### src/rtl/irq_gate_pkg.sv
package irq_gate_pkg;
  typedef struct packed {
    logic selWr;    // update source select
    logic selVal;   // new select value
    logic enWr;     // register write to master enable (already yielded)
    logic enVal;    // written master enable value
    logic setEn;    // instruction set of master enable
    logic clrEn;    // instruction/acknowledge clear of master enable
    logic clrPend;  // acknowledge clears pending
  } gateStrb_t;
endpackage

### src/rtl/irq_gate_ctrl.sv
module irq_gate_ctrl
  import irq_gate_pkg::*;
#(
  parameter int DATA_W    = 8,
  parameter int ADDR_W    = 1,
  parameter int SEL_BIT   = 6,
  parameter int EN_BIT    = 7,
  parameter int SEL_ADDR  = 0,
  parameter int CTRL_ADDR = 1
) (
  input  logic              clk,
  input  logic              rstN,
  input  logic [ADDR_W-1:0] regAddr,
  input  logic              regWrEn,
  input  logic [DATA_W-1:0] regWrData,
  input  logic              eiStb,
  input  logic              iretStb,
  input  logic              diStb,
  input  logic              ackStb,
  output gateStrb_t         strb
);
  localparam logic [ADDR_W-1:0] SelA  = ADDR_W'(SEL_ADDR);
  localparam logic [ADDR_W-1:0] CtrlA = ADDR_W'(CTRL_ADDR);

  logic anyStrobe;
  logic unusedWrBits;

  assign unusedWrBits = ^regWrData;
  assign anyStrobe    = eiStb | iretStb | diStb | ackStb;

  always_comb begin
    strb         = '0;
    strb.selWr   = regWrEn && (regAddr == SelA);
    strb.selVal  = regWrData[SEL_BIT];
    strb.enWr    = regWrEn && (regAddr == CtrlA) && !anyStrobe;
    strb.enVal   = regWrData[EN_BIT];
    strb.setEn   = eiStb | iretStb;
    strb.clrEn   = diStb | ackStb;
    strb.clrPend = ackStb;
  end

  AST_WRITE_YIELDS: assert property (@(posedge clk) disable iff (!rstN)
    anyStrobe |-> !strb.enWr);
endmodule

### src/rtl/irq_gate_dp.sv
module irq_gate_dp
  import irq_gate_pkg::*;
#(
  parameter int DATA_W    = 8,
  parameter int ADDR_W    = 1,
  parameter int SEL_BIT   = 6,
  parameter int EN_BIT    = 7,
  parameter int CTRL_ADDR = 1
) (
  input  logic              clk,
  input  logic              rstN,
  input  gateStrb_t         strb,
  input  logic [ADDR_W-1:0] regAddr,
  input  logic              pinIn,
  input  logic              cmpIn,
  output logic [DATA_W-1:0] regRdData,
  output logic              enable,
  output logic              pending,
  output logic              irqReq
);
  localparam logic [ADDR_W-1:0] CtrlA = ADDR_W'(CTRL_ADDR);

  logic selReg;
  logic enReg;
  logic pendReg;
  logic lastSample;
  logic muxOut;
  logic riseSeen;

  assign muxOut   = selReg ? cmpIn : pinIn;
  assign riseSeen = muxOut & ~lastSample;

  always_ff @(posedge clk or negedge rstN) begin
    if (!rstN) begin
      selReg     <= 1'b0;
      enReg      <= 1'b0;
      pendReg    <= 1'b0;
      lastSample <= 1'b0;
    end else begin
      lastSample <= muxOut;
      if (strb.selWr) selReg <= strb.selVal;
      pendReg <= riseSeen | (pendReg & ~strb.clrPend);
      if (strb.clrEn)      enReg <= 1'b0;
      else if (strb.setEn) enReg <= 1'b1;
      else if (strb.enWr)  enReg <= strb.enVal;
    end
  end

  always_comb begin
    regRdData = '0;
    if (regAddr == CtrlA) regRdData[EN_BIT]  = enReg;
    else                  regRdData[SEL_BIT] = selReg;
  end

  assign enable  = enReg;
  assign pending = pendReg;
  assign irqReq  = pendReg & enReg;

  AST_RISE_PENDS: assert property (@(posedge clk) disable iff (!rstN)
    $rose(muxOut) |=> pendReg);
  AST_PEND_STICKY: assert property (@(posedge clk) disable iff (!rstN)
    (pendReg && !strb.clrPend) |=> pendReg);
endmodule

### src/rtl/irq_gate.sv
module irq_gate
  import irq_gate_pkg::*;
#(
  parameter int DATA_W    = 8,
  parameter int ADDR_W    = 1,
  parameter int SEL_BIT   = 6,
  parameter int EN_BIT    = 7,
  parameter int SEL_ADDR  = 0,
  parameter int CTRL_ADDR = 1
) (
  input  logic              clk,
  input  logic              rstN,
  input  logic [ADDR_W-1:0] regAddr,
  input  logic              regWrEn,
  input  logic [DATA_W-1:0] regWrData,
  output logic [DATA_W-1:0] regRdData,
  input  logic              pinIn,
  input  logic              cmpIn,
  input  logic              eiStb,
  input  logic              iretStb,
  input  logic              diStb,
  input  logic              ackStb,
  output logic              irqReq
);
  gateStrb_t strb;
  logic      enable;
  logic      pending;

  irq_gate_ctrl #(
    .DATA_W(DATA_W), .ADDR_W(ADDR_W), .SEL_BIT(SEL_BIT), .EN_BIT(EN_BIT),
    .SEL_ADDR(SEL_ADDR), .CTRL_ADDR(CTRL_ADDR)
  ) u_ctrl (
    .clk(clk), .rstN(rstN), .regAddr(regAddr), .regWrEn(regWrEn),
    .regWrData(regWrData), .eiStb(eiStb), .iretStb(iretStb),
    .diStb(diStb), .ackStb(ackStb), .strb(strb)
  );

  irq_gate_dp #(
    .DATA_W(DATA_W), .ADDR_W(ADDR_W), .SEL_BIT(SEL_BIT), .EN_BIT(EN_BIT),
    .CTRL_ADDR(CTRL_ADDR)
  ) u_dp (
    .clk(clk), .rstN(rstN), .strb(strb), .regAddr(regAddr),
    .pinIn(pinIn), .cmpIn(cmpIn), .regRdData(regRdData),
    .enable(enable), .pending(pending), .irqReq(irqReq)
  );

  AST_SET_STROBE: assert property (@(posedge clk) disable iff (!rstN)
    ((eiStb || iretStb) && !diStb && !ackStb) |=> enable);
  AST_CLEAR_WINS: assert property (@(posedge clk) disable iff (!rstN)
    (diStb || ackStb) |=> !enable);
  AST_ACK_DROPS_REQ: assert property (@(posedge clk) disable iff (!rstN)
    ackStb |=> !irqReq);
  AST_REQ_HELD: assert property (@(posedge clk) disable iff (!rstN)
    (pending && enable && !ackStb && !diStb && !regWrEn) |=> irqReq);
endmodule

### config.mk
export PLATFORM = sky130hd
export DESIGN_NAME = irq_gate
export DESIGN_NICKNAME = d
export VERILOG_FILES = /design/src/rtl/irq_gate_pkg.sv /design/src/rtl/irq_gate_ctrl.sv /design/src/rtl/irq_gate_dp.sv /design/src/rtl/irq_gate.sv
export SDC_FILE = /design/constraint.sdc
export NUM_CORES = 1
export LEC_CHECK = 0
export CORE_AREA = 2 2 39 41
export CTS_CLUSTER_SIZE = 14
export DETAILED_ROUTE_END_ITERATION = 8
export DIE_AREA = 0 0 41 43
export PLACE_DENSITY = 0.6
export SLEW_MARGIN = 10
export SYNTH_ARGS = -nofsm -noshare
export SYNTH_HDL_FRONTEND = slang
export SYNTH_SLANG_ARGS = --single-unit
### constraint.sdc
create_clock -name clk -period 1.3 [get_ports clk]
set_input_delay 0.195 -clock clk [delete_from_list [all_inputs] [get_ports clk]]
set_output_delay 0.195 -clock clk [all_outputs]
set_load 0.1 [all_outputs]
==> metrics.md <==
| Metric | Value |
|---|---|
| Slowest stage delay, CP | `380 ps` |
| Synth top area share | `0.400` |
| Commonest register cell after synthesis | `dfrtp_1` |
| Root buf cell | `clkbuf_4` |
| Routed len/inst | `8.02 um` |
| Arrival @ worst endpoint | `970 ps` |
| Initial antenna violation count | `0` |
| CTS tree | `yes` |
| Max Transition Viols Final | `0` |
| Setup ws final | `136 ps` |
| Core Box Area | `1380 sq um` |
| GP Congestion | `0.610` |
| First-pass GRT wire length | `828 um` |
| Min-delay worst type | `input port to asynchronous set/reset pin` |
| Dpl ws | `-38.5 ps` |
| Max_cap viols | `0` |
| Fmax | `0.859 GHz` |
| Synth warn | `0` |
| GRT Residual Overflow | `0` |
| Largest net degree at the start of global routing | `6` |
| Drt pass-1 iters | `1` |
| FILL cells | `153` |
| CTS Buffer Depth | `2` |
| Final nets | `62` |
| Top post-synthesis cells by count | `buf_4, dfrtp_1, and2_1, inv_1, nor2b_1` |
| Critical Path Source | `u_dp.enable` |
| Status | `complete, no violations` |
| Synth area leaders | `dfrtp_1, buf_4, a311oi_2, mux2_4, and2_1` |
| Final hold violations | `0` |
| Top Ports | `27` |
| Critical path class | `flip-flop to primary output` |
| EDFF count, synth | `0` |
| Power Density | `1150 nW/um^2` |
| Setup bufs post-CTS | `0` |
| Period minus WS final | `1160 ps` |
| Total power | `0.000528 W` |
| Diodes inserted | `0` |
| Via count | `207` |
| Startpoint types | `flip-flop` |
| Post-detail-place hpwl | `416 um` |
| Vias in the first global route | `234` |
| TritonCTS sink count | `4` |
| Most common cell in the netlist | `buf_4` |
| CP required | `1110 ps` |
| CP Cell Sequence | `and2_1, buf_12` |
| Critical-path top delay cell | `dfrtp_1` |
| Seq cells post-synth | `4` |
| Max H-tree Level | `1` |
| GR Layer Usage met3 | `0.0366` |
| Die Span X | `41 um` |
| RSZ-0062 raised after global routing | `no` |
| Crit. End Element | `primary output` |
| Setup Viol. Count Final | `0` |
| Met1 Usage GRT | `0.0684` |
| P&R area growth vs syn | `83.0%` |
| Syn Area/Cell | `10.4 sq um` |
| Final Skew | `0.597 ps` |
| CTS Buf Count | `3` |
| Clock latency on the worst-skew pair | `230 ps` |
| Setup TNS | `0 ps` |
| WHS | `171 ps` |
| Met2 Use GR | `0.106` |
| Synth cell types | `13` |
| FFs w/ async S/R, synth | `1.00` |
| Full die area | `1760 sq um` |
| DR DRC count | `0` |
| Final WL | `465 um` |
| Cell Area, Synth | `250 sq um` |
| Core Rows | `14` |
| IO buf count | `14` |
| Final Cycle Share | `0.895` |
| CP max FO | `3` |
| Area leader, netlist | `dfrtp_1` |
| Max VDD drop | `384 uV` |
| DP Area | `437 sq um` |
| Cell area after layout | `458 sq um` |
| Crit Reg-Reg Startpoint | `u_dp.selReg` |
| Register area share after synthesis | `0.400` |
| Initial Utilization | `0.181` |
| Initial detailed-routing violation count | `0` |
| Via density | `3.57` |
| Layout cells sized above 1 | `0.262` |
| Die Height | `43 um` |
| Busiest grt layer | `met2` |
| Worst-path clk slew | `40 ps` |
| Global Route Usage Sum | `0.0746` |
| Post-Synthesis Cells | `24` |
| Post-route antenna net violation count | `0` |
| Leakage power total | `0.213 nW` |
[layout by cell type, fill, tap and decap left out, drive strengths merged]
master / n
a22o: 1
clkbuf: 3
dfrtp: 4
buf: 5
mux2: 2
nor2: 1
conb: 6
clkdlybuf4s50: 10
inv: 2
a311oi: 1
nor2b: 2
a21bo: 1
nand3: 1
and2: 2
dlygate4sd2: 1
[cell type report]
type | instances | area, sq um | share of cell area
timing repair buffer | 16 | 184 | 0.402
multi-input combinational | 17 | 124 | 0.270
sequential | 4 | 100 | 0.219
clock buffer | 3 | 22.5 | 0.0492
tap | 16 | 20.0 | 0.0437
inverter | 2 | 7.51 | 0.0164
[cell families after synthesis]
group | after synthesis | synth area share
other | 1 | 0.0150
muxes | 2 | 0.105
buffers and inverters | 8 | 0.210
DFF | 4 | 0.400
AOI/OAI and AO/OA | 3 | 0.135
and+or+nand+nor | 6 | 0.135
[worst paths after layout]
path / to / slack [ps] / depth (start not counted)
max: regRdData[7] / 140 / 2
max in group asynchronous: u_dp.selReg / 960 / 1
min in group clk: u_dp.enable / 470 / 3
min reg2reg: u_dp.pending / 500 / 1
max reg2reg: u_dp.pending / 280 / 2
min: u_dp.pending / 170 / 1
[critical path, delay by kind of cell (launching register included)]
family / cells / cell delay (ps)
buffers and inverters: 1 / 170
DFF: 1 / 380
and+or+nand+nor: 1 / 190
[what timing repair did]
item                                    CTS  global route
hold buffers                              0             0
endpoints found under the setup margin    2             0
gates resized for setup                   1             0
[layer usage]
metal | vias to the layer above | wire length [um]
li1 | 105 | -
met1 | 91 | 175
met2 | 11 | 242
met3 | 0 | 48
met4 | 0 | 0
met5 | - | 0
[stage by stage]
stage,utilization,std cells
final,0.331,58
after detailed placement,0.316,55
after floorplan,-,29
after global routing,0.331,58
after global placement,0.316,55
after CTS,0.331,58
[power breakdown]
part           internal, W  switching [W]  leakage (nW)
sequential        0.000141     0.00000867        0.0487
combinational    0.0000808       0.000148         0.151
clock             0.000103      0.0000468        0.0138
total             0.000325       0.000203         0.213
[state kept, by name, indices dropped and copies added, names as in the netlist]
| signal | count |
|---|---|
| u_dp.pending | 1 |
| u_dp.selReg | 1 |
| u_dp.lastSample | 1 |
| u_dp.enable | 1 |
Note: power is estimated with default switching activity, not from simulation.
